$ cat config.mk
export PLATFORM = sky130hd
export DESIGN_NAME = twi_shift_unit
export DESIGN_NICKNAME = d
export VERILOG_FILES = /design/src/rtl/twi_pkg.sv /design/src/rtl/twi_sync.sv /design/src/rtl/twi_cond_det.sv /design/src/rtl/twi_edge_cnt.sv /design/src/rtl/twi_shift_unit.sv
export SDC_FILE = /design/constraint.sdc
export NUM_CORES = 1
export LEC_CHECK = 0
export ABC_AREA = 1
export BUFFER_PORTS_ARGS = -buffer_cell sky130_fd_sc_hd__buf_2
export CORE_MARGIN = 1
export CORE_UTILIZATION = 57
export CTS_BUF_LIST = sky130_fd_sc_hd__clkbuf_4
export DETAILED_ROUTE_END_ITERATION = 6
export PLACE_DENSITY_LB_ADDON = 0.08
export SYNTH_ARGS = -nofsm -noshare
export SYNTH_HDL_FRONTEND = slang
export SYNTH_SLANG_ARGS = --single-unit
export TNS_END_PERCENT = 30
$ cat constraint.sdc
create_clock -name clk_i -period 1.6 [get_ports clk_i]
set_clock_uncertainty 0.1 [all_clocks]
set_input_delay 0.08 -clock clk_i [delete_from_list [all_inputs] [get_ports clk_i]]
set_output_delay 0.08 -clock clk_i [all_outputs]
set_load 0.05 [all_outputs]
$ cat src/rtl/twi_pkg.sv
package twi_pkg;
  typedef enum logic [1:0] {
    REG_DATA = 2'd0,
    REG_STAT = 2'd1,
    REG_CNT  = 2'd2,
    REG_CTRL = 2'd3
  } reg_sel_e;

  localparam int unsigned CTRL_W        = 3;
  localparam int unsigned CTRL_OE       = 0;
  localparam int unsigned CTRL_IE_START = 1;
  localparam int unsigned CTRL_IE_OVF   = 2;
endpackage

$ cat src/rtl/twi_sync.sv
module twi_sync #(
  parameter int unsigned WIDTH  = 2,
  parameter int unsigned STAGES = 2
) (
  input  logic             clk_i,
  input  logic             rst_ni,
  input  logic [WIDTH-1:0] d_i,
  output logic [WIDTH-1:0] q_o
);
  logic [WIDTH-1:0] stg [STAGES];

  // idle bus is high, so reset to ones
  always_ff @(posedge clk_i or negedge rst_ni) begin
    if (!rst_ni) stg[0] <= '1;
    else         stg[0] <= d_i;
  end

  for (genvar i = 1; i < STAGES; i++) begin : g_stage
    always_ff @(posedge clk_i or negedge rst_ni) begin
      if (!rst_ni) stg[i] <= '1;
      else         stg[i] <= stg[i-1];
    end
  end

  assign q_o = stg[STAGES-1];
endmodule

$ cat src/rtl/twi_cond_det.sv
module twi_cond_det (
  input  logic clk_i,
  input  logic rst_ni,
  input  logic scl_i,
  input  logic sda_i,
  output logic scl_rise_o,
  output logic scl_fall_o,
  output logic start_o,
  output logic stop_o
);
  logic scl_q, sda_q;

  always_ff @(posedge clk_i or negedge rst_ni) begin
    if (!rst_ni) begin
      scl_q <= 1'b1;
      sda_q <= 1'b1;
    end else begin
      scl_q <= scl_i;
      sda_q <= sda_i;
    end
  end

  assign scl_rise_o = scl_i & ~scl_q;
  assign scl_fall_o = ~scl_i & scl_q;
  // SCL high on both samples, SDA moved
  assign start_o = scl_i & scl_q & sda_q & ~sda_i;
  assign stop_o  = scl_i & scl_q & ~sda_q & sda_i;
endmodule

$ cat src/rtl/twi_edge_cnt.sv
module twi_edge_cnt #(
  parameter int unsigned CNT_W = 4
) (
  input  logic             clk_i,
  input  logic             rst_ni,
  input  logic             edge_i,
  input  logic             load_i,
  input  logic [CNT_W-1:0] load_val_i,
  output logic [CNT_W-1:0] cnt_o,
  output logic             wrap_o
);
  localparam logic [CNT_W-1:0] CntMax = '1;

  logic [CNT_W-1:0] cnt_q;

  always_ff @(posedge clk_i or negedge rst_ni) begin
    if (!rst_ni)     cnt_q <= '0;
    else if (load_i) cnt_q <= load_val_i;
    else if (edge_i) cnt_q <= cnt_q + 1'b1;
  end

  assign cnt_o  = cnt_q;
  assign wrap_o = edge_i & ~load_i & (cnt_q == CntMax);
endmodule

$ cat src/rtl/twi_shift_unit.sv
module twi_shift_unit
  import twi_pkg::*;
#(
  parameter int unsigned DATA_W      = 8,
  parameter int unsigned CNT_W       = 4,
  parameter int unsigned SYNC_STAGES = 2
) (
  input  logic              clk_i,
  input  logic              rst_ni,
  input  logic              scl_i,
  input  logic              sda_i,
  output logic              scl_pull_o,
  output logic              sda_pull_o,
  input  logic              reg_we_i,
  input  logic [1:0]        reg_sel_i,
  input  logic [DATA_W-1:0] reg_wdata_i,
  output logic [DATA_W-1:0] reg_rdata_o,
  output logic              irq_start_o,
  output logic              irq_ovf_o
);
  localparam int unsigned STAT_START = DATA_W - 1;
  localparam int unsigned STAT_OVF   = DATA_W - 2;
  localparam int unsigned STAT_STOP  = DATA_W - 3;

  logic [1:0] pins_s;
  logic       scl_s, sda_s;
  logic       scl_rise, scl_fall, start_det, stop_det;
  logic [CNT_W-1:0] cnt_q;
  logic       cnt_edge, cnt_wrap;

  logic [DATA_W-1:0] shreg_q;
  logic [CTRL_W-1:0] ctrl_q;
  logic sda_bit_q;
  logic start_flag_q, start_flag_d, start_hold_q, start_hold_d;
  logic ovf_flag_q, stop_flag_q;

  reg_sel_e sel;
  logic wr_data, wr_stat, wr_cnt, wr_ctrl;
  logic clr_start, clr_ovf, clr_stop;

  twi_sync #(.WIDTH(2), .STAGES(SYNC_STAGES)) u_sync (
    .clk_i  (clk_i),
    .rst_ni (rst_ni),
    .d_i    ({scl_i, sda_i}),
    .q_o    (pins_s)
  );
  assign scl_s = pins_s[1];
  assign sda_s = pins_s[0];

  twi_cond_det u_det (
    .clk_i      (clk_i),
    .rst_ni     (rst_ni),
    .scl_i      (scl_s),
    .sda_i      (sda_s),
    .scl_rise_o (scl_rise),
    .scl_fall_o (scl_fall),
    .start_o    (start_det),
    .stop_o     (stop_det)
  );

  assign sel     = reg_sel_e'(reg_sel_i);
  assign wr_data = reg_we_i & (sel == REG_DATA);
  assign wr_stat = reg_we_i & (sel == REG_STAT);
  assign wr_cnt  = reg_we_i & (sel == REG_CNT);
  assign wr_ctrl = reg_we_i & (sel == REG_CTRL);

  assign clr_start = wr_stat & reg_wdata_i[STAT_START];
  assign clr_ovf   = wr_stat & reg_wdata_i[STAT_OVF];
  assign clr_stop  = wr_stat & reg_wdata_i[STAT_STOP];

  assign cnt_edge = scl_rise | scl_fall;

  twi_edge_cnt #(.CNT_W(CNT_W)) u_cnt (
    .clk_i      (clk_i),
    .rst_ni     (rst_ni),
    .edge_i     (cnt_edge),
    .load_i     (wr_cnt),
    .load_val_i (reg_wdata_i[CNT_W-1:0]),
    .cnt_o      (cnt_q),
    .wrap_o     (cnt_wrap)
  );

  // start hold arms on the first SCL fall after the start, drops with the flag
  assign start_flag_d = start_det | (start_flag_q & ~clr_start);
  assign start_hold_d = start_flag_d & (start_hold_q | (scl_fall & start_flag_q));

  always_ff @(posedge clk_i or negedge rst_ni) begin
    if (!rst_ni) begin
      shreg_q      <= '1;
      sda_bit_q    <= 1'b1;
      ctrl_q       <= '0;
      start_flag_q <= 1'b0;
      start_hold_q <= 1'b0;
      ovf_flag_q   <= 1'b0;
      stop_flag_q  <= 1'b0;
    end else begin
      if (wr_data) begin
        shreg_q   <= reg_wdata_i;
        sda_bit_q <= reg_wdata_i[DATA_W-1];
      end else begin
        if (scl_rise) shreg_q <= {shreg_q[DATA_W-2:0], sda_s};
        // output bit moves only while SCL is low
        if (scl_fall) sda_bit_q <= shreg_q[DATA_W-1];
      end
      if (wr_ctrl) ctrl_q <= reg_wdata_i[CTRL_W-1:0];
      start_flag_q <= start_flag_d;
      start_hold_q <= start_hold_d;
      if (cnt_wrap)     ovf_flag_q <= 1'b1;
      else if (clr_ovf) ovf_flag_q <= 1'b0;
      if (stop_det)      stop_flag_q <= 1'b1;
      else if (clr_stop) stop_flag_q <= 1'b0;
    end
  end

  always_comb begin
    reg_rdata_o = '0;
    unique case (sel)
      REG_DATA: reg_rdata_o = shreg_q;
      REG_STAT: begin
        reg_rdata_o[STAT_START] = start_flag_q;
        reg_rdata_o[STAT_OVF]   = ovf_flag_q;
        reg_rdata_o[STAT_STOP]  = stop_flag_q;
      end
      REG_CNT:  reg_rdata_o[CNT_W-1:0]  = cnt_q;
      REG_CTRL: reg_rdata_o[CTRL_W-1:0] = ctrl_q;
      default:  reg_rdata_o = '0;
    endcase
  end

  assign scl_pull_o  = start_hold_q | ovf_flag_q;
  assign sda_pull_o  = ctrl_q[CTRL_OE] & ~sda_bit_q;
  assign irq_start_o = start_flag_q & ctrl_q[CTRL_IE_START];
  assign irq_ovf_o   = ovf_flag_q & ctrl_q[CTRL_IE_OVF];
endmodule

Word level (Yosys, flattened, before mapping)
Cells that the tools add are included.
- equality and inequality tests: 4
- $add $sub $neg: 1
- multiplexer cells: 14
- reductions and logical operators: 6
- bitwise operators: 33
- operators with widths (kind ; count):
    $and 1x1->1 ; 22
    $mux 8 ; 2
    $reduce_bool 2->1 ; 5
    $pmux 3 s3 ; 1
    $mux 4 ; 2
    $mux 1 ; 7
    $not 1->1 ; 7
    $pmux 3 s2 ; 1
    $add 4x1->4 const B ; 1
    $eq 2x2->1 const B ; 2
    $eq 4x4->1 const B ; 1
    $or 1x1->1 ; 4
    $eq 2x1->1 const B ; 1
    $logic_not 2->1 ; 1
    $pmux 1 s2 ; 1
- register bits: 26
- output and inout bits: 12
- word-level logic and storage cells: 70

Depth between registers and ports, before layout
- word-level depth: 7
- depth in mapped cells: 7

Modules after synthesis
From an unflattened synthesis, not the netlist that was laid out.
- cell total of the unflattened synthesis: 168
- area, all modules: 1353.8 µm²
- by module, submodules not included (module ; instances ; cells each ; area each (µm²) ; seq. area each (µm²)):
    twi_shift_unit ; 1 ; 118 ; 900.9 ; 411.6
    twi_edge_cnt ; 1 ; 31 ; 239.0 ; 100.1
    twi_sync ; 1 ; 6 ; 120.1 ; 105.1
    twi_cond_det ; 1 ; 13 ; 93.8 ; 52.6

Worst setup path after synthesis
Ideal clock, no wire load.
- kind: flip-flop to output port
- from: register shreg_q[7]
- to: output port reg_rdata_o[7]
- slack: -0.222 ns
- cell stages (with the launch flop): 3
- arrival time: 1.642 ns
- path through: dfstp_2 > inv_1 > o21ai_0
- longest elaborated chain between the ends: 1
- RTL lines (element ; RTL line ; RTL):
    from (decl) ; twi_shift_unit.sv:31 ; logic [DATA_W-1:0] shreg_q;
    from (signal assigned) ; twi_shift_unit.sv:98 ; shreg_q <= reg_wdata_i;
    from (signal assigned) ; twi_shift_unit.sv:101 ; if (scl_rise) shreg_q <= {shreg_q[DATA_W-2:0], sda_s};
    $pmux 3 s2 ; twi_shift_unit.sv:117 ; unique case (sel)
    to (decl) ; twi_shift_unit.sv:17 ; output logic [DATA_W-1:0] reg_rdata_o,
Every way passes these cells.

Final worst setup path
- from: register u_cnt.cnt_q[0], in the netlist u_cnt.cnt_o[0]
- to: output port reg_rdata_o[0]
- longest elaborated chain between the ends: 1
- RTL lines (element ; RTL line ; RTL):
    from (decl) ; twi_edge_cnt.sv:14 ; logic [CNT_W-1:0] cnt_q;
    from (signal assigned) ; twi_edge_cnt.sv:18 ; else if (load_i) cnt_q <= load_val_i;
    from (signal assigned) ; twi_edge_cnt.sv:19 ; else if (edge_i) cnt_q <= cnt_q + 1'b1;
    $pmux 3 s3 ; twi_shift_unit.sv:117 ;
Every way passes these cells.

==> flow_summary.ini <==
[floorplan]
fp.dieH_um = 52.1
io_pins = 27
num_rows = 17
die_area_um2 = 2710
start_util_pct = 62.3
die_w_um = 52.1
coreArea_um2 = 2300

[cts]
cts.path.max_buffers = 2
cts_buffers = 3
cts_sinks = 26
cts_tree = yes
cts.clk_slew.worst_paths_ns = 0.13
cts.htree.levels = 1
cts-root-buf = clkbuf_4
clk_latency_ns = 0.31

[placement]
globalplace.congestion = 0.853
place_hpwl_mm = 2.34
port_buffers = 26

[detailed_routing]
via_per_inst = 5.25
drc = 0
ant_nets = 0
post_drt_wl_per_cell_um = 13.2
drt_wl_total_mm = 3.11
drtIter0Drc = 22
via_count = 1239
first_pass_iters = 4

[final_layout]
area_growth_pct = 19.1
fillers = 190
multi_input_area_um2 = 634
drive_gt1_share_pct = 28.4
finalNetCount = 228
antenna_cells = 0
seqCellArea_um2 = 669

[sta]
slew_headroom_pct = 61.2
whs_ns = 0.0677
setup_viol = 0
fmax_ghz = 0.656
fin_setup_tns_ns = 0
worst_slew_pin_slew_ns = 0.582
timing_hold_violations_final = 0
rsz0062_at_grt = false
fin_crit_ns = 1.52
slew_violations = 0
fin_crit_sh_pct = 95.3

[worst_setup_path]
rr_worst_depth = 7
slowest_stage = dfrtp_1
worstPathCellList = inv_1, o211ai_1, buf_2
path_class = flop to output pin
worstPathMaxFanout = 5
cp-start-kind = flop
arrival_ns = 1.34
critPathMaxStageDelay_ns = 0.46
crit_required_ns = 1.42
critPathCaptureType = output pin

[global_routing]
overflow = 0
grt_use_total_pct = 26.7
grt_max_degree = 27
grt_pass1_vias = 1201
grt_pass1_wl_mm = 5.28
antenna_found_initial = 0

[synth]
synth_edf_count = 0
synth_seq_cells = 26
synthDistinctLibCells = 24
ys.flop_type = dfstp_2
syn_nets = 189
synth_top_area_share_pct = 27.6
avgSynthCellArea_um2 = 8.41
synthTopCellsByArea = dfstp_2 (28%), dfrtp_1 (19%), nand2_1 (11%), nand3_1 (10%), inv_1 (5.8%)
synth.cell_area_um2 = 1430
yosysTopAreaCell = dfstp_2
yosysSeqAreaShare_pct = 46.8
synth_warnings = 0
async_flop_share_pct = 100
syn_inst = 170

[power]
p_per_area_nw_per_um2 = 1120
p_leak_uw = 0.000878
vdd.ir_drop.worst_mv = 0.848

[outcome]
outcome = completed

[min_path]
hold_path_class = input port to flop
whs_path_depth = 3

[run]
maxCapViolations = 0
what timing repair did:
item,CTS,global route
endpoints found under the setup margin,0,2
hold buffers,11,0
setup buffers,0,0
gates resized for setup,0,1
hold endpoints to repair,31,0
power breakdown:
part | internal [uW] | switching [uW]
logic | 217 | 455
clock network | 91.2 | 187
registers | 821 | 131
total | 1130 | 773
synth_stat cells, types with 2 or more instances:
cell	instances
nand2_1	41
nand3_1	30
inv_1	22
dfstp_2	15
dfrtp_1	11
nor2_1	9
o21ai_0	7
a21oi_1	4
ha_1	4
o21ai_1	4
buf_6	3
nand3_2	3
a21boi_0	2
a21oi_2	2
inv_2	2
nand3_4	2
nand4_1	2
worst paths after layout:
| path | from | end | slack, ns |
|---|---|---|---|
| setup / recovery | u_cnt.cnt_o[0] | reg_rdata_o[0] | 0.08 |
| setup reg to reg | u_det.scl_q | u_cnt.cnt_o[2] | 0.12 |
| hold reg to reg | u_sync.stg[2] | u_sync.q_o[0] | 0.27 |
| min in group asynchronous | rst_ni | stop_flag_q | 0.18 |
| hold / removal | reg_we_i | ctrl_q[0] | 0.07 |
| max in group asynchronous | rst_ni | sda_bit_q | 0.84 |
critical path, delay by kind of cell (launching register included):
family | cells | cell delay [ns]
AOI/OAI and AO/OA | 1 | 0.19
buffers and inverters | 2 | 0.38
DFF | 1 | 0.46
sequential cells by signal, indices dropped and copies added, names as in the netlist, 2 cells and up:
name         flops
shreg_q          8
ctrl_q           3
u_sync.q_o       2
u_sync.stg       2
u_cnt.cnt_o      4
logic make-up (layout without fill, tap and decap cells):
family          count (synthesis)  count (layout)  synth area share [%]
compound gates                 20              20                  8.05
fa+ha+maj                       4               4                  3.50
buf+inv                        28              66                  9.01
flops                          26              26                  46.8
simple gates                   92              92                  32.6
per-layer routing:
layer / wire length (um) / vias to the layer above / GRT usage (%)
met1: 1390 / 566 / 36.3
met4: 36 / 0 / 8.56
met2: 1530 / 41 / 43.6
li1: - / 628 / -
met3: 159 / 4 / 3.80
met5: 0 / - / 0
final cells by class:
class,instances,area share [%]
repair buffers,38,14.5
well taps,28,2.06
clock buffers,3,1.32
clock inverters,1,0.220
flip-flops and latches,26,39.3
inverters,24,5.29
multi-input cells,116,37.3
cells in the final DEF, fill, tap and decap left out, drive strengths merged:
cell type    Yosys  final
nand2           43     43
nand3           35     35
buf              4     27
inv             24     24
dfstp           15     15
dfrtp           11     11
dlygate4sd3      0     11
o21ai           11     11
nor2            10     10
a21oi            6      6
ha               4      4
clkbuf           0      3
nand4            2      2
a21boi           2      2
o211ai           1      1
nand3b           1      1
or2              1      1
clkinv           0      1
through the flow:
step / setup WS [ns] / instance area (um^2) / cells / power [uW] / util (%)
after floorplan: -0.0924 / 1430 / 170 / 1430 / -
after global placement: 0.118 / 1560 / 221 / 1600 / 68.1
after detailed placement: 0.0526 / 1560 / 221 / 1610 / 68.1
after CTS: 0.0450 / 1700 / 236 / 1920 / 74.0
after global routing: 0.0130 / 1700 / 236 / 2020 / 74.1
final: 0.0750 / 1700 / 236 / 1900 / 74.1
No activity file was read; power rests on OpenSTA's default activity.
